===== src/rtl/ssp_pkg.sv =====
package ssp_pkg;
  localparam int unsigned BYTE_W = 8;

  localparam logic [1:0] A_TXH  = 2'd0;
  localparam logic [1:0] A_RXD  = 2'd1;
  localparam logic [1:0] A_STAT = 2'd2;
  localparam logic [1:0] A_CTRL = 2'd3;

  localparam int unsigned ST_TXE = 0;
  localparam int unsigned ST_RXF = 1;
  localparam int unsigned ST_OVR = 2;
  localparam int unsigned CT_TXEN = 0;
  localparam int unsigned CT_RXEN = 1;

  function automatic logic [BYTE_W-1:0] shift_in_msb(input logic [BYTE_W-1:0] cur, input logic b);
    return {b, cur[BYTE_W-1:1]};
  endfunction

  function automatic logic [BYTE_W-1:0] shift_out_lsb(input logic [BYTE_W-1:0] cur);
    return {1'b1, cur[BYTE_W-1:1]};
  endfunction

  function automatic logic [BYTE_W-1:0] pack_status(input logic txe, input logic rxf, input logic ovr);
    logic [BYTE_W-1:0] s;
    s = '0;
    s[ST_TXE] = txe;
    s[ST_RXF] = rxf;
    s[ST_OVR] = ovr;
    return s;
  endfunction
endpackage


===== src/rtl/ssp_bitclk.sv =====
module ssp_bitclk #(
  parameter int unsigned HALF_CYC = 2,
  parameter int unsigned NBITS    = 8
) (
  input  logic clk,
  input  logic rst_n,
  input  logic start_i,
  input  logic abort_i,
  output logic sclk_o,
  output logic active_o,
  output logic fall_o,
  output logic rise_o,
  output logic frame_end_o
);
  localparam int unsigned CW = (HALF_CYC > 1) ? $clog2(HALF_CYC) : 1;
  localparam int unsigned BW = (NBITS > 1) ? $clog2(NBITS) : 1;

  logic [CW-1:0] cnt;
  logic [BW-1:0] bitn;
  logic          hi;
  logic          tick;
  logic          last_bit;

  assign tick        = (cnt == CW'(HALF_CYC - 1));
  assign last_bit    = (bitn == BW'(NBITS - 1));
  assign rise_o      = active_o && !hi && tick;
  assign frame_end_o = active_o && hi && tick && last_bit;
  assign fall_o      = start_i || (active_o && hi && tick && !last_bit);

  always_ff @(posedge clk or negedge rst_n) begin
    if (!rst_n) begin
      active_o <= 1'b0; sclk_o <= 1'b1; cnt <= '0; hi <= 1'b0; bitn <= '0;
    end else if (abort_i) begin
      active_o <= 1'b0; sclk_o <= 1'b1; cnt <= '0; hi <= 1'b0; bitn <= '0;
    end else if (start_i) begin
      active_o <= 1'b1; sclk_o <= 1'b0; cnt <= '0; hi <= 1'b0; bitn <= '0;
    end else if (active_o) begin
      if (tick) begin
        cnt <= '0;
        if (!hi) begin
          hi <= 1'b1; sclk_o <= 1'b1;
        end else if (last_bit) begin
          active_o <= 1'b0;
        end else begin
          bitn <= bitn + 1'b1; hi <= 1'b0; sclk_o <= 1'b0;
        end
      end else begin
        cnt <= cnt + 1'b1;
      end
    end
  end
endmodule


===== src/rtl/ssp_tx_shift.sv =====
module ssp_tx_shift
  import ssp_pkg::*;
(
  input  logic              clk,
  input  logic              rst_n,
  input  logic              clr_i,
  input  logic              load_i,
  input  logic [BYTE_W-1:0] data_i,
  input  logic              fall_i,
  input  logic              end_i,
  output logic              txd_o
);
  logic [BYTE_W-1:0] sh;

  always_ff @(posedge clk or negedge rst_n) begin
    if (!rst_n) begin
      sh <= '1; txd_o <= 1'b1;
    end else if (clr_i) begin
      sh <= '1; txd_o <= 1'b1;
    end else if (load_i) begin
      sh <= data_i; txd_o <= data_i[0];
    end else if (fall_i) begin
      sh <= shift_out_lsb(sh); txd_o <= sh[1];
    end else if (end_i) begin
      txd_o <= 1'b1;
    end
  end
endmodule


===== src/rtl/ssp_rx_shift.sv =====
module ssp_rx_shift
  import ssp_pkg::*;
(
  input  logic              clk,
  input  logic              rst_n,
  input  logic              clr_i,
  input  logic              rise_i,
  input  logic              rxd_i,
  output logic [BYTE_W-1:0] byte_o
);
  always_ff @(posedge clk or negedge rst_n) begin
    if (!rst_n)      byte_o <= '0;
    else if (clr_i)  byte_o <= '0;
    else if (rise_i) byte_o <= shift_in_msb(byte_o, rxd_i);
  end
endmodule


===== src/rtl/sync_serial_port.sv =====
module sync_serial_port
  import ssp_pkg::*;
#(
  parameter int unsigned HALF_CYC = 2
) (
  input  logic              clk,
  input  logic              rst_n,
  input  logic              bus_wr,
  input  logic [1:0]        bus_addr,
  input  logic [BYTE_W-1:0] bus_wdata,
  output logic [BYTE_W-1:0] bus_rdata,
  input  logic              hw_tx_we,
  input  logic [BYTE_W-1:0] hw_tx_data,
  input  logic              hw_rx_re,
  output logic [BYTE_W-1:0] hw_rx_data,
  output logic              sclk,
  output logic              txd,
  input  logic              rxd,
  output logic              tx_irq,
  output logic              rx_irq
);
  logic tx_en, rx_en, txe_f, rxf_f, ovr_f, txe_d, rxf_d;
  logic [BYTE_W-1:0] tdr_q, rdr_q, rx_byte;

  // named internal events
  logic sw_tdr_wr, stat_wr, ctrl_wr, tdr_wr_any, tdr_accept;
  logic txe_clr, rxf_clr, ovr_clr, eng_abort, want_frame, start_frame;
  logic tx_load, rx_store, rxf_busy, ovr_set, rdr_load;
  logic eng_active, frame_end, bit_fall, bit_rise;

  assign sw_tdr_wr   = bus_wr && (bus_addr == A_TXH);
  assign stat_wr     = bus_wr && (bus_addr == A_STAT);
  assign ctrl_wr     = bus_wr && (bus_addr == A_CTRL);
  assign tdr_wr_any  = sw_tdr_wr || hw_tx_we;
  assign tdr_accept  = txe_f && tdr_wr_any;
  assign txe_clr     = (stat_wr && !bus_wdata[ST_TXE]) || (hw_tx_we && txe_f);
  assign rxf_clr     = (stat_wr && !bus_wdata[ST_RXF]) || hw_rx_re;
  assign ovr_clr     = stat_wr && !bus_wdata[ST_OVR];
  assign eng_abort   = !tx_en && !rx_en;
  assign rx_store    = frame_end && rx_en;
  assign rxf_busy    = rxf_f && !rxf_clr;
  assign ovr_set     = rx_store && rxf_busy;
  assign rdr_load    = rx_store && !rxf_busy;
  assign want_frame  = !ovr_f && ((tx_en && !txe_f) || (!tx_en && rx_en));
  assign start_frame = want_frame && !ovr_set && !eng_abort && (!eng_active || frame_end);
  assign tx_load     = start_frame && tx_en;

  ssp_bitclk #(.HALF_CYC(HALF_CYC), .NBITS(BYTE_W)) u_clk (
    .clk(clk), .rst_n(rst_n), .start_i(start_frame), .abort_i(eng_abort),
    .sclk_o(sclk), .active_o(eng_active), .fall_o(bit_fall), .rise_o(bit_rise),
    .frame_end_o(frame_end)
  );

  ssp_tx_shift u_tx (
    .clk(clk), .rst_n(rst_n), .clr_i(!tx_en), .load_i(tx_load), .data_i(tdr_q),
    .fall_i(bit_fall), .end_i(frame_end), .txd_o(txd)
  );

  ssp_rx_shift u_rx (
    .clk(clk), .rst_n(rst_n), .clr_i(!rx_en), .rise_i(bit_rise), .rxd_i(rxd),
    .byte_o(rx_byte)
  );

  always_ff @(posedge clk or negedge rst_n) begin
    if (!rst_n) begin
      tx_en <= 1'b0; rx_en <= 1'b0;
      txe_f <= 1'b1; rxf_f <= 1'b0; ovr_f <= 1'b0;
      txe_d <= 1'b1; rxf_d <= 1'b0;
      tdr_q <= '0;   rdr_q <= '0;
    end else begin
      txe_d <= txe_f;
      rxf_d <= rxf_f;
      if (ctrl_wr) begin
        tx_en <= bus_wdata[CT_TXEN];
        rx_en <= bus_wdata[CT_RXEN];
      end
      if (tdr_accept) tdr_q <= hw_tx_we ? hw_tx_data : bus_wdata;
      if (tx_load)      txe_f <= 1'b1;
      else if (txe_clr) txe_f <= 1'b0;
      if (rdr_load) begin
        rdr_q <= rx_byte; rxf_f <= 1'b1;
      end else if (rxf_clr) begin
        rxf_f <= 1'b0;
      end
      if (ovr_set)      ovr_f <= 1'b1;
      else if (ovr_clr) ovr_f <= 1'b0;
    end
  end

  assign tx_irq     = txe_f && !txe_d;
  assign rx_irq     = rxf_f && !rxf_d;
  assign hw_rx_data = rdr_q;

  always_comb begin
    unique case (bus_addr)
      A_TXH:   bus_rdata = tdr_q;
      A_RXD:   bus_rdata = rdr_q;
      A_STAT:  bus_rdata = pack_status(txe_f, rxf_f, ovr_f);
      default: bus_rdata = {{(BYTE_W-2){1'b0}}, rx_en, tx_en};
    endcase
  end
endmodule


===== config.mk =====
export PLATFORM = sky130hd
export DESIGN_NAME = sync_serial_port
export DESIGN_NICKNAME = d
export VERILOG_FILES = /design/src/rtl/ssp_pkg.sv /design/src/rtl/ssp_bitclk.sv /design/src/rtl/ssp_tx_shift.sv /design/src/rtl/ssp_rx_shift.sv /design/src/rtl/sync_serial_port.sv
export SDC_FILE = /design/constraint.sdc
export NUM_CORES = 1
export LEC_CHECK = 0
export ABC_AREA = 1
export BUFFER_PORTS_ARGS = -buffer_cell sky130_fd_sc_hd__buf_2
export CAP_MARGIN = 20
export CORE_AREA = 2 2 85 55
export DETAILED_ROUTE_END_ITERATION = 12
export DIE_AREA = 0 0 87 57
export GPL_ROUTABILITY_DRIVEN = 1
export PLACE_DENSITY = 0.89
export REMOVE_ABC_BUFFERS = 1
export SLEW_MARGIN = 25
export SYNTH_ARGS = -nofsm -noshare
export SYNTH_HDL_FRONTEND = slang
export SYNTH_HIERARCHICAL = 1
export SYNTH_SLANG_ARGS = --single-unit
export TNS_END_PERCENT = 100

===== constraint.sdc =====
create_clock -name clk -period 5.6 [get_ports clk]
set_input_delay 1.68 -clock clk [delete_from_list [all_inputs] [get_ports clk]]
set_output_delay 1.68 -clock clk [all_outputs]
set_load 0.05 [all_outputs]

# Yosys cells after proc, flatten, opt, wreduce, memory -nomap -nowiden

Cells that the tools add are included.

Input port bits: 24
Word-level logic and storage cells: 133
Register bits: 47

Mux-type cells: 45
Reduce and logical (&&, ||, !) cells: 60
$add $sub $neg: 2
Equal/unequal tests: 9

Operators with widths:

| kind                                                            | number |
|---|---|
| 8-bit 2-to-1 mux                                                | 6 |
| 1-bit 2-to-1 mux                                                | 32 |
| 1-bit logical AND                                               | 28 |
| 8-bit case mux with 3 select lines                              | 1 |
| 3-bit 2-to-1 mux                                                | 6 |
| 1-bit zero test                                                 | 16 |
| 3-bit nonzero test                                              | 3 |
| 1-bit logical OR                                                | 6 |
| 2-bit nonzero test                                              | 3 |
| 2-bit == test, second input constant                            | 2 |
| 4-bit by 1-bit != test with 1-bit output, second input constant | 1 |
| 4-bit != test, second input constant                            | 1 |
| 4-bit AND reduction                                             | 1 |
| 3-bit by 1-bit adder with 3-bit output, second input constant   | 1 |
| 3-bit == test, second input constant                            | 1 |
| 3-bit by 1-bit != test with 1-bit output, second input constant | 1 |
| 3-bit != test, second input constant                            | 1 |
| 3-bit AND reduction                                             | 1 |
| 2-bit by 1-bit == test with 1-bit output, second input constant | 1 |
| 2-bit zero test                                                 | 1 |
| 2-bit by 1-bit != test with 1-bit output, second input constant | 1 |
| 2-bit AND reduction                                             | 1 |
| 1-bit adder, second input constant                              | 1 |

# Logic depth before layout (Yosys ltp)

Gate-level depths: netlist of the first run.

Depth in word-level cells: 15
Gate-level depth with buffers: 16

# Hierarchy

Netlist of the first run, hierarchy kept.

By module, submodules not included:

| module           | instances | cells an instance | seq. area each (sq um) | area each (sq um) |
|---|---|---|---|---|
| sync_serial_port | 1         | 163               | 578.1                  | 1202.4 |
| ssp_tx_shift     | 1         | 63                | 210.2                  | 450.4 |
| ssp_bitclk       | 1         | 48                | 176.4                  | 379.1 |
| ssp_rx_shift     | 1         | 35                | 200.2                  | 335.3 |

# Worst setup path after synthesis of the first run

No wires, ideal clock.

Kind: input -> output
Start: in bus_addr[1]
End: out bus_rdata[3]
Required time: 3.920 ns
Cell stages on the path: 3
Buffers on the path: 0
Path slack: 0.889 ns
Data arrival time: 3.031 ns
Path through: nor2_2 > inv_1 > o21ai_0

Word-level cells in the longest chain between the ends: 2

RTL lines:

| what                                        | RTL line               | RTL |
|---|---|---|
| start, declared                             | sync_serial_port.sv:9  | `input logic [1:0] bus_addr,` |
| 2-bit == test, or another cell as far along | sync_serial_port.sv:95 | `unique case (bus_addr)` |
| 8-bit case mux with 3 select lines *        | sync_serial_port.sv:95 |  |
| end, declared                               | sync_serial_port.sv:11 | `output logic [BYTE_W-1:0] bus_rdata,` |

Every way passes the cells marked *; elsewhere a longest branch is shown, timed or not.

# Final worst setup path of the first run

Start: in bus_addr[0]
End: out bus_rdata[1]

Same word-level chain as after synthesis.

==> metrics.log, run 1 <==
[metrics] status: finished, final reports clean
[metrics] number of iterations in the first detailed-routing pass: 4
[metrics] Die Footprint: 0.004959 sq mm
[metrics] height of the die: 57 um
[metrics] Critical Path RT: 3.92 ns
[metrics] Final Wtd Congestion: 0.8543
[metrics] routed wire length: 5.192 mm
[metrics] Yosys top cell area share: 37.00%
[metrics] Setup Slack @ Placement: 1.051 ns
[metrics] Non-Filler Instances: 407
[metrics] via count of the first global-routing pass: 1879
[metrics] total area of sequential cells: 0.001165 sq mm
[metrics] Initial Utilization: 55.63%
[metrics] Ports: 44
[metrics] worst vdd ir: 0.0001855 V
[metrics] post-layout worst setup margin: 1.049 ns
[metrics] clock insertion delay at the later pin of the skew report: 0.29 ns
[metrics] area occupied by multi-input gates: 0.001018 sq mm
[metrics] clock root cell: sky130_fd_sc_hd__clkbuf_8
[metrics] count of flip-flops with a built-in enable after synthesis: 0
[metrics] TritonCTS clock tree: yes
[metrics] hold-fix buffer count after cts: 0
[metrics] number of gates resized after cts: 0
[metrics] total negative setup slack: 0 ns
[metrics] type of the most critical hold path: register to register
[metrics] biggest area contributors in the synthesized netlist: sky130_fd_sc_hd__dfrtp_1, sky130_fd_sc_hd__nand2_1, sky130_fd_sc_hd__dfstp_2
[metrics] summed instance area of the synthesized netlist: 0.002367 sq mm
[metrics] synthesized area per cell: 7.661 sq um
[metrics] power density cells: 353.6 mW/mm^2
[metrics] list of most frequent post-synthesis cells: sky130_fd_sc_hd__nand2_1, sky130_fd_sc_hd__dfrtp_1, sky130_fd_sc_hd__inv_1
[metrics] DP Cell Count: 399
[metrics] async set-or-reset flop fraction in the synthesized netlist: 100.0%
[metrics] total count of hold-check failures in the final report: 0
[metrics] violation count after the first detailed-route iteration: 160
[metrics] placeable core region: 0.004255 sq mm
[metrics] Overall Global Routing Usage: 22.79%
[metrics] leakage power figure: 1.501 nW
[metrics] #FFs+latches synth: 46
[metrics] measured slew at the worst slew-check pin: 1.022 ns
[metrics] final max-slew violation count: 0
[metrics] number of buffers on the longest clock path: 2
[metrics] Layout Area Growth over Synthesis: 13.64%
[metrics] number of buffers created by CTS: 5
[metrics] fin util: 63.22%
[metrics] primary flip-flop cell chosen by synthesis mapping: sky130_fd_sc_hd__dfrtp_1
[metrics] fraction of layout cells with a size suffix above 1: 22.25%
[metrics] setup bufs post-CTS: 0
[metrics] final antenna-violating net count: 0
[metrics] H-Tree Depth: 2
[metrics] number of antenna violations at the first check in global routing: 0
[metrics] final global-route overflow total: 0
[metrics] die extent in x: 87 um
[metrics] standard-cell rows: 19
[metrics] final clock period utilization by the worst path: 81.28%
[metrics] RSZ-0062 raised after global routing: false
[metrics] arrival time at the worst endpoint: 2.87 ns
[metrics] Remaining DRCs: 0
[metrics] Setup violations, final: 0
[metrics] type of element capturing the critical path: output pin
[metrics] overall via count from detail_route: 2117
[metrics] Layout fillers: 374
[metrics] top-count cell post-synth: sky130_fd_sc_hd__nand2_1
[metrics] count of synthesis-stage warnings from yosys: 6
[metrics] worst clock skew: 0.006451 ns
[metrics] diode insertion count for antenna repair: 0
[metrics] global-route wire length before repair: 8.797 mm
[metrics] remaining max-slew budget at the tightest pin: 31.59%
[metrics] category of the worst setup path launch point: input pin
[metrics] Vias/cell: 5.201
[metrics] number of distinct library cells after synthesis: 27
[metrics] Clk pin slew, worst setup/hold paths: 0.08 ns
[metrics] synthesized instance count: 309
[metrics] detailed placement HPWL: 3.917 mm
[metrics] sequential area share after synthesis: 49.21%
[metrics] peak fanout along the critical path: 8
[metrics] # clock sinks: 46
[metrics] Setup CP Type: input pin to output pin
[metrics] mean routed wirelength per cell: 12.76 um
[metrics] Port-buffer cells: 43
[metrics] largest net degree at the start of global routing: 47
[metrics] minimum clock period: 4.551 ns
[metrics] leading area contributor after synthesis: sky130_fd_sc_hd__dfrtp_1
[metrics] Nets: 380
[metrics] max capacitance violation total: 0
[metrics] Highest Clock Rate: 219.7 MHz
[power breakdown]
group	internal (mW)	switching, mW
registers	0.405	0.0374
logic	0.0883	0.225
clock network	0.0867	0.109
total	0.580	0.372
[final cells by class]
| cell class | count | share of cell area (%) |
|---|---|---|
| Clock buffer | 6 | 2.698 |
| Inverter | 37 | 5.256 |
| Timing Repair Buffer | 43 | 8.093 |
| Sequential cell | 46 | 43.30 |
| Clock inverter | 2 | 0.3721 |
| Multi-Input combinational cell | 221 | 37.86 |
| Tap cell | 52 | 2.419 |
[final timing paths]
check                                    from            to  slack, ns  depth (start not counted)
worst max-delay path              bus_addr[0]  bus_rdata[1]       1.05                          6
worst min-delay path                    txe_f         txe_d       0.39                          0
worst max register to register  u_clk/bitn[0]    u_tx/sh[2]       3.06                         13
worst min register to register          txe_f         txe_d       0.39                          0
max in group asynchronous               rst_n    u_tx/sh[4]       3.84                          1
min in group asynchronous               rst_n      u_clk/hi       1.38                          1
[worst max-delay path: stages]
cell                        delay (ns)
sky130_fd_sc_hd__buf_2            0.10
sky130_fd_sc_hd__inv_1            0.07
sky130_fd_sc_hd__nor2_1           0.47
sky130_fd_sc_hd__nand2_1          0.11
sky130_fd_sc_hd__o2111ai_1        0.13
sky130_fd_sc_hd__buf_2            0.30
[metal layers]
| metal | global-route usage [%] | part of all wire (%) | routed length, um |
|---|---|---|---|
| met5 | 0 | 0 | 0 |
| met4 | 6.696 | 1.5 | 79 |
| met3 | 5.065 | 5.6 | 292 |
| met2 | 33.59 | 44 | 2280 |
| met1 | 34.06 | 49 | 2539 |
[cell families after synthesis]
kind of cell,synth area share [%]
simple gates,33.40
flops,49.21
buf+inv,7.769
compound gates,8.563
fa+ha+maj,1.057
[cell usage in the layout, fill, tap and decap left out, drive strengths merged]
| master | n |
|---|---|
| o211ai | 1 |
| ha | 2 |
| dfrtp | 35 |
| o21ai | 21 |
| nor2 | 20 |
| nand3b | 2 |
| nand3 | 26 |
| o2111ai | 2 |
| clkinv | 3 |
| o221ai | 1 |
| a21oi | 9 |
| nand2 | 136 |
| nand4 | 1 |
| inv | 36 |
| clkbuf | 6 |
| dfstp | 11 |
| buf | 43 |
[flip-flops by register name (all words and copies together), names as in the netlist]
name	cells
hw_rx_data	8
ovr_f	1
rx_en	1
rxf_d	1
rxf_f	1
tdr_q	8
tx_en	1
txe_d	1
txe_f	1
u_clk/active_o	1
u_clk/bitn	3
u_clk/cnt	1
u_clk/hi	1
u_clk/sclk_o	1
u_rx/byte_o	8
u_tx/sh	7
u_tx/txd_o	1
[per-stage QoR]
stage / instance area [sq um] / power (mW) / hold WS [ns]
3_5_place_dp: 2605 / 0.7575 / 0.3739
4_1_cts: 2688 / 0.9554 / 0.3899
6_report: 2690 / 0.9513 / 0.3906
5_1_grt: 2690 / 1.018 / 0.3969
3_3_place_gp: 2605 / 0.7476 / 0.3612
2_1_floorplan: 2325 / 0.6772 / 0.3537
(Power assumes the default switching activity.)
==> inputs of run 2 (changes only) <==
--- a/config.mk
+++ b/config.mk
@@ -5,14 +5,14 @@
 export SDC_FILE = /design/constraint.sdc
 export NUM_CORES = 1
 export LEC_CHECK = 0
-export ABC_AREA = 1
+export ABC_AREA = 0
 export BUFFER_PORTS_ARGS = -buffer_cell sky130_fd_sc_hd__buf_2
 export CAP_MARGIN = 20
-export CORE_AREA = 2 2 85 55
+export CORE_AREA = 2 2 92 59
 export DETAILED_ROUTE_END_ITERATION = 12
-export DIE_AREA = 0 0 87 57
+export DIE_AREA = 0 0 94 61
 export GPL_ROUTABILITY_DRIVEN = 1
-export PLACE_DENSITY = 0.89
+export PLACE_DENSITY = 0.81
 export REMOVE_ABC_BUFFERS = 1
 export SLEW_MARGIN = 25
 export SYNTH_ARGS = -nofsm -noshare
==> constraint.sdc (replaced) <==
create_clock -name clk -period 4.15 [get_ports clk]
set_input_delay 1.245 -clock clk [delete_from_list [all_inputs] [get_ports clk]]
set_output_delay 1.245 -clock clk [all_outputs]
set_load 0.05 [all_outputs]
==> metrics.log, run 2 <==
[metrics] number of buffers on the longest clock path: 2 (unchanged)
[metrics] max capacitance violation total: 0 (unchanged)
[metrics] total area of sequential cells: 0.001165 sq mm (unchanged)
[metrics] slowest CP cell: sky130_fd_sc_hd__mux4_1
[metrics] async set-or-reset flop fraction in the synthesized netlist: 100.0% (unchanged)
[metrics] worst-case reg-to-reg path depth: 11 (-2)
[metrics] violation count after the first detailed-route iteration: 140 (-13%)
[metrics] Remaining DRCs: 0 (unchanged)
[metrics] Layout Area Growth over Synthesis: 15.10%
[metrics] summed instance area of the synthesized netlist: 0.002354 sq mm (-0.58%)
[metrics] # clock sinks: 46 (unchanged)
[metrics] cell-by-cell listing of the critical path: buf_2, mux4_1, buf_2
[metrics] number of antenna violations at the first check in global routing: 0 (unchanged)
[metrics] reg-to-reg critical path endpoint: u_tx/txd_o
[metrics] routed wire length: 4.879 mm (-6.0%)
[metrics] post-synthesis compound-gate area fraction: 7.762% (-0.80 points)
[metrics] measured slew at the worst slew-check pin: 0.9855 ns (-0.03681 ns)
[metrics] Nets: 256 (-33%)
[metrics] number of distinct library cells after synthesis: 44 (+63%)
[metrics] count of flip-flops with a built-in enable after synthesis: 0 (unchanged)
[metrics] post-synthesis share of cell area spent on full adders, half adders and majority gates: 1.063% (+0.0062 points)
[metrics] placed inst area: 0.002596 sq mm (-0.34%)
[metrics] Clk pin slew, worst setup/hold paths: 0.09 ns (about the same)
[metrics] remaining max-slew budget at the tightest pin: 34.05% (+2.5 points)
[metrics] post-synthesis share of cell area spent on xor and xnor gates: 0.3721% (+0.37 points)
[metrics] minimum clock period: 3.568 ns
[metrics] number of gates resized after cts: 0 (unchanged)
[metrics] peak fanout along the critical path: 13 (+5)
[metrics] standard-cell rows: 20 (+1)
[metrics] RSZ-0062 raised after global routing: false
[metrics] Overall Global Routing Usage: 18.72% (-4.1 points)
[metrics] worst clock skew: 0.006013 ns (-0.0004380 ns)
[metrics] Final Wtd Congestion: 0.8081 (-5.4%)
[metrics] arrival time at the worst endpoint: 2.32 ns (-0.55 ns)
[metrics] leakage power figure: 1.258 nW (-16%)
[metrics] commonest cells after routing, fill and taps aside: sky130_fd_sc_hd__buf_2, sky130_fd_sc_hd__dfrtp_1, sky130_fd_sc_hd__mux2_2
[metrics] mean routed wirelength per cell: 16.43 um (+29%)
[metrics] area occupied by multi-input gates: 0.001111 sq mm (+9.1%)
[metrics] commonest non-fill, non-tap cell in the layout: sky130_fd_sc_hd__buf_2
[metrics] clock root cell: sky130_fd_sc_hd__clkbuf_8
[metrics] TritonCTS clock tree: yes
[metrics] die extent in x: 94 um (+8.0%)
[metrics] synthesized area per cell: 12.52 sq um (+63%)
[metrics] global-route wire length before repair: 7.976 mm (-9.3%)
[metrics] diode insertion count for antenna repair: 0 (unchanged)
[metrics] dominant cell type by count on the critical path: sky130_fd_sc_hd__buf_2
[metrics] largest stage delay on the critical path: 0.58 ns (+0.11 ns)
[metrics] via count of the first global-routing pass: 1568 (-17%)
[metrics] final clock period utilization by the worst path: 85.97%
[metrics] total count of hold-check failures in the final report: 0 (unchanged)
[metrics] Critical Path Stages: 3 (-3)
[metrics] CP bufs+invs: 2 (-1)
[metrics] Port-buffer cells: 43 (unchanged)
[metrics] multiplexer share of the synthesized area: 24.93% (+25 points)
[metrics] number of buffers created by CTS: 5 (unchanged)
[metrics] final antenna-violating net count: 0 (unchanged)
[metrics] Setup violations, final: 0 (unchanged)
[metrics] Die Footprint: 0.005734 sq mm (+16%)
[metrics] type of the most critical hold path: register to register
[metrics] count of synthesis-stage warnings from yosys: 6 (unchanged)
[metrics] startpoint of the worst setup timing path: bus_addr[0]
[metrics] setup bufs post-CTS: 0 (unchanged)
[metrics] Critical Path RT: 2.90 ns (-1.02 ns)
[metrics] Layout fillers: 419 (+12%)
[metrics] top-count cell post-synth: sky130_fd_sc_hd__dfrtp_1
[metrics] worst vdd ir: 0.0002115 V (+14%)
[metrics] synthesized instance count: 188 (-39%)
[metrics] list of most frequent post-synthesis cells: sky130_fd_sc_hd__dfrtp_1, sky130_fd_sc_hd__mux2_2, sky130_fd_sc_hd__mux2i_1
[metrics] largest family of logic cells by synthesized area: multiplexers
[metrics] sequential area share after synthesis: 49.49% (+0.29 points)
[metrics] status: finished, final reports clean
[metrics] Ports: 44 (unchanged)
[metrics] biggest area contributors in the synthesized netlist: sky130_fd_sc_hd__dfrtp_1, sky130_fd_sc_hd__mux2_2, sky130_fd_sc_hd__dfstp_2
[metrics] Initial Utilization: 48.23% (-7.4 points)
[metrics] final global-route overflow total: 0 (unchanged)
[metrics] height of the die: 61 um (+7.0%)
[metrics] H-Tree Depth: 2 (unchanged)
[metrics] clock insertion delay at the later pin of the skew report: 0.30 ns (about the same)
[metrics] fraction of layout cells with a size suffix above 1: 44.16% (+22 points)
[metrics] leading area contributor after synthesis: sky130_fd_sc_hd__dfrtp_1
[metrics] Vias/cell: 5.434 (+4.5%)
[metrics] Highest Clock Rate: 280.3 MHz
[metrics] summed area of non-filler cells in the final layout: 0.002709 sq mm (+0.70%)
[metrics] primary flip-flop cell chosen by synthesis mapping: sky130_fd_sc_hd__dfrtp_1
[metrics] category of the worst setup path launch point: input pin
[metrics] hold-fix buffer count after cts: 0 (unchanged)
[metrics] placeable core region: 0.004880 sq mm (+15%)
[metrics] type of element capturing the critical path: output pin
[metrics] top cell family by delay on the critical path: multiplexers
[metrics] R2R setup slack: 1.32 ns (-1.74 ns)
[metrics] Setup CP Type: input pin to output pin
[metrics] detailed placement HPWL: 3.630 mm (-7.3%)
[metrics] power density cells: 552.3 mW/mm^2 (+56%)
[metrics] total negative setup slack: 0 ns (unchanged)
[metrics] worst setup path endpoint: bus_rdata[0]
[metrics] overall via count from detail_route: 1614 (-24%)
[metrics] Critical R2R Launch: u_clk/bitn[0]
[metrics] number of iterations in the first detailed-routing pass: 4 (unchanged)
[metrics] final max-slew violation count: 0 (unchanged)
[metrics] largest net degree at the start of global routing: 47 (unchanged)
[metrics] area share of and/or/nand/nor cells after synthesis: 13.08% (-20 points)
[metrics] Yosys top cell area share: 37.21% (+0.22 points)
[metrics] #FFs+latches synth: 46 (unchanged)
[run 2: per-stage QoR]
| stage | total power [mW] | setup slack, ns | hold slack, ns | instances | util (%) |
|---|---|---|---|---|---|
| after global placement | 1.150 | 0.5939 | 0.4064 | 289 | 53.21 |
| final | 1.496 | 0.5821 | 0.4244 | 297 | 55.51 |
| after global routing | 1.582 | 0.5044 | 0.4442 | 297 | 55.51 |
| after floorplan | 1.028 | 0.4492 | 0.3829 | 179 | - |
| after CTS | 1.503 | 0.5809 | 0.4283 | 297 | 55.46 |
| after detailed placement | 1.170 | 0.5797 | 0.4090 | 289 | 53.21 |
[run 2: how the worst min path moves through the flow]
stage	endpoint	cells after the start	slack (ns)	startpoint
global placement	rxf_d	0	0.41	rxf_f
finish	rxf_d	0	0.42	rxf_f
CTS	rxf_d	0	0.43	rxf_f
global route	txe_d	0	0.44	txe_f
detailed placement	rxf_d	0	0.41	rxf_f
floorplan	rxf_d	0	0.38	rxf_f
[run 2: kinds of logic (layout without fill, tap and decap cells)]
kind of cell             Yosys count  after routing
flip-flops                        46             46
AO/OA/AOI/OAI                     22             22
XOR/XNOR                           1              1
multiplexers                      51             51
AND/OR/NAND/NOR                   53             53
buffers and inverters             13             56
adder cells (fa/ha/maj)            2              2
[run 2: final cells by class]
cell class | instances | area share (%)
clock buffers | 6 | 2.679
well taps | 66 | 3.048
clock inverters | 2 | 1.386
multi-input cells | 129 | 41.02
flip-flops and latches | 46 | 43.00
inverters | 4 | 0.5543
repair buffers | 44 | 8.314
[run 2: power breakdown]
part	internal, mW	switching [mW]
Sequential	0.571	0.0985
Combinational	0.210	0.285
Clock	0.180	0.152
Total	0.961	0.535
[run 2: per-layer routing]
metal / global-route usage (%) / part of all wire [%] / vias to the layer above / wire (um)
met5: 0 / 0 / - / 0
met4: 4.969 / 0.74 / 0 / 36
met3: 4.969 / 3.9 / 8 / 192
met2: 28.67 / 44 / 35 / 2155
met1: 26.83 / 51 / 801 / 2494
li1: - / - / 770 / -
==> inputs of run 3 (changes only) <==
--- a/config.mk
+++ b/config.mk
@@ -12,7 +12,7 @@
 export DETAILED_ROUTE_END_ITERATION = 12
 export DIE_AREA = 0 0 94 61
 export GPL_ROUTABILITY_DRIVEN = 1
-export PLACE_DENSITY = 0.81
+export PLACE_DENSITY = 0.74
 export REMOVE_ABC_BUFFERS = 1
 export SLEW_MARGIN = 25
 export SYNTH_ARGS = -nofsm -noshare
==> metrics.log, run 3 (synthesis gave the netlist of run 2 again) <==
[metrics] type of element capturing the critical path: output pin
[metrics] power density cells: 532.5 mW/mm^2 (-3.6%)
[metrics] commonest non-fill, non-tap cell in the layout: sky130_fd_sc_hd__buf_2
[metrics] sum of internal, switching and leakage power: 1.434 mW (-4.1%)
[metrics] number of buffers on the longest clock path: 2 (unchanged)
[metrics] fraction of layout cells with a size suffix above 1: 44.83% (+0.67 points)
[metrics] hold-fix buffer count after cts: 0 (unchanged)
[metrics] via count of the first global-routing pass: 1484 (-5.4%)
[metrics] detailed placement HPWL: 3.395 mm (-6.5%)
[metrics] overall via count from detail_route: 1576 (-2.4%)
[metrics] Final Wtd Congestion: 0.7753 (-4.1%)
[metrics] Port-buffer cells: 43 (unchanged)
[metrics] total count of hold-check failures in the final report: 0 (unchanged)
[metrics] final max-slew violation count: 0 (unchanged)
[metrics] remaining max-slew budget at the tightest pin: 34.45% (+0.40 points)
[metrics] category of the worst setup path launch point: input pin
[metrics] standard-cell rows: 20 (unchanged)
[metrics] Critical Path RT: 2.90 ns (about the same)
[metrics] Remaining DRCs: 0 (unchanged)
[metrics] met2 Track Usage GR: 25.41% (-3.3 points)
[metrics] Setup Slack @ Placement: 0.5667 ns (-0.01304 ns)
[metrics] met1 track utilization from global routing: 25.99% (-0.84 points)
[metrics] GR Layer Usage met3: 4.969% (unchanged)
[metrics] arrival time at the worst endpoint: 2.33 ns (about the same)
[metrics] TritonCTS clock tree: yes
[metrics] Nets: 257 (+0.39%)
[metrics] diode insertion count for antenna repair: 0 (unchanged)
[metrics] peak fanout along the critical path: 13 (unchanged)
[metrics] post-layout worst setup margin: 0.5703 ns (-0.01177 ns)
[metrics] final global-route overflow total: 0 (unchanged)
[metrics] final antenna-violating net count: 0 (unchanged)
[metrics] RSZ-0062 raised after global routing: false
[metrics] minimum clock period: 3.580 ns (+0.01177 ns)
[metrics] placed inst area: 0.002604 sq mm (+0.29%)
[metrics] global-route wire length before repair: 7.590 mm (-4.8%)
[metrics] Non-Filler Instances: 298 (+0.34%)
[metrics] max capacitance violation total: 0 (unchanged)
[metrics] Clk pin slew, worst setup/hold paths: 0.09 ns (about the same)
[metrics] type of the most critical hold path: register to register
[metrics] Setup CP Type: input pin to output pin
[metrics] Layout Area Growth over Synthesis: 14.46%
[metrics] violation count after the first detailed-route iteration: 122 (-13%)
[metrics] Layout fillers: 434 (+3.6%)
[metrics] height of the die: 61 um (unchanged)
[metrics] number of iterations in the first detailed-routing pass: 4 (unchanged)
[metrics] placeable core region: 0.004880 sq mm (unchanged)
[metrics] Overall Global Routing Usage: 17.55% (-1.2 points)
[metrics] number of buffers created by CTS: 5 (unchanged)
[metrics] commonest cells after routing, fill and taps aside: sky130_fd_sc_hd__buf_2, sky130_fd_sc_hd__dfrtp_1, sky130_fd_sc_hd__mux2_2
[metrics] largest net degree at the start of global routing: 47 (unchanged)
[metrics] DP Cell Count: 290 (+0.35%)
[metrics] status: finished, final reports clean
[metrics] worst clock skew: 0.008870 ns (+0.002858 ns)
[metrics] clock root cell: sky130_fd_sc_hd__clkbuf_8
[metrics] clock insertion delay at the later pin of the skew report: 0.30 ns (about the same)
[metrics] die extent in x: 94 um (unchanged)
[metrics] Initial Utilization: 48.23% (unchanged)
[metrics] number of antenna violations at the first check in global routing: 0 (unchanged)
[metrics] summed area of non-filler cells in the final layout: 0.002694 sq mm (-0.55%)
[metrics] # clock sinks: 46 (unchanged)
[metrics] Ports: 44 (unchanged)
[metrics] H-Tree Depth: 2 (unchanged)
[metrics] number of gates resized after cts: 0 (unchanged)
[metrics] setup bufs post-CTS: 0 (unchanged)
[metrics] Setup violations, final: 0 (unchanged)
[metrics] measured slew at the worst slew-check pin: 0.9796 ns (-0.005987 ns)
[metrics] worst vdd ir: 0.0002696 V (+27%)
[metrics] leakage power figure: 1.260 nW (+0.17%)
[metrics] routed wire length: 4.598 mm (-5.8%)
[metrics] Highest Clock Rate: 279.4 MHz (-0.33%)
[metrics] Vias/cell: 5.289 (-2.7%)
[metrics] global-route layer with the greatest usage: met1
[metrics] final clock period utilization by the worst path: 86.26% (+0.28 points)
[metrics] total negative setup slack: 0 ns (unchanged)
[metrics] mean routed wirelength per cell: 15.43 um (-6.1%)
[metrics] Die Footprint: 0.005734 sq mm (unchanged)
[run 3: cell types whose count changed in the layout (fill, tap and decap cells not counted)]
cell | before | now
sky130_fd_sc_hd__buf_4 | 2 | 3
sky130_fd_sc_hd__bufinv_16 | 1 | 0
sky130_fd_sc_hd__clkbuf_1 | 1 | 0
sky130_fd_sc_hd__clkinv_2 | 0 | 2
sky130_fd_sc_hd__clkinvlp_4 | 1 | 0
sky130_fd_sc_hd__inv_6 | 0 | 1
[run 3: final cells by class]
cell class              count  area, sq um  area share [%]
flip-flops and latches     46         1165           43.24
clock inverters             3        18.77          0.6967
well taps                  66        82.58           3.065
inverters                   4        15.01          0.5574
repair buffers             45        232.7           8.639
multi-input cells         129         1111           41.24
clock buffers               5        68.82           2.555
[run 3: final timing paths]
kind | startpoint | end | slack [ns] | depth (start not counted)
max | bus_addr[0] | bus_rdata[0] | 0.57 | 3
min | txe_f | txe_d | 0.43 | 0
max reg2reg | u_clk/bitn[0] | u_tx/txd_o | 1.37 | 11
min reg2reg | txe_f | txe_d | 0.43 | 0
max in group asynchronous | rst_n | u_tx/txd_o | 2.82 | 1
min in group asynchronous | rst_n | hw_rx_data[0] | 0.93 | 1
[run 3: worst max-delay path: stages]
cell and delay (ns):
sky130_fd_sc_hd__buf_2 0.28, sky130_fd_sc_hd__mux4_1 0.58, sky130_fd_sc_hd__buf_2 0.22
[run 3: metal layers]
metal,wire [um],share of wire (%),up-vias
li1,-,-,762
met1,2340,51,773
met2,1953,42,36
met3,264,5.7,5
met4,39,0.85,0
met5,0,0,-
[run 3: metrics by stage]
| stage | utilization [%] | hold slack (ns) |
|---|---|---|
| floorplan | - | 0.3829 |
| global placement | 53.36 | 0.4082 |
| detailed placement | 53.36 | 0.4101 |
| CTS | 55.15 | 0.4240 |
| global route | 55.21 | 0.4407 |
| finish | 55.21 | 0.4265 |
[run 3: where the power goes]
part / internal (mW) / switching, mW
Clock: 0.119 / 0.159
Combinational: 0.215 / 0.280
Sequential: 0.570 / 0.0915
Total: 0.904 / 0.531
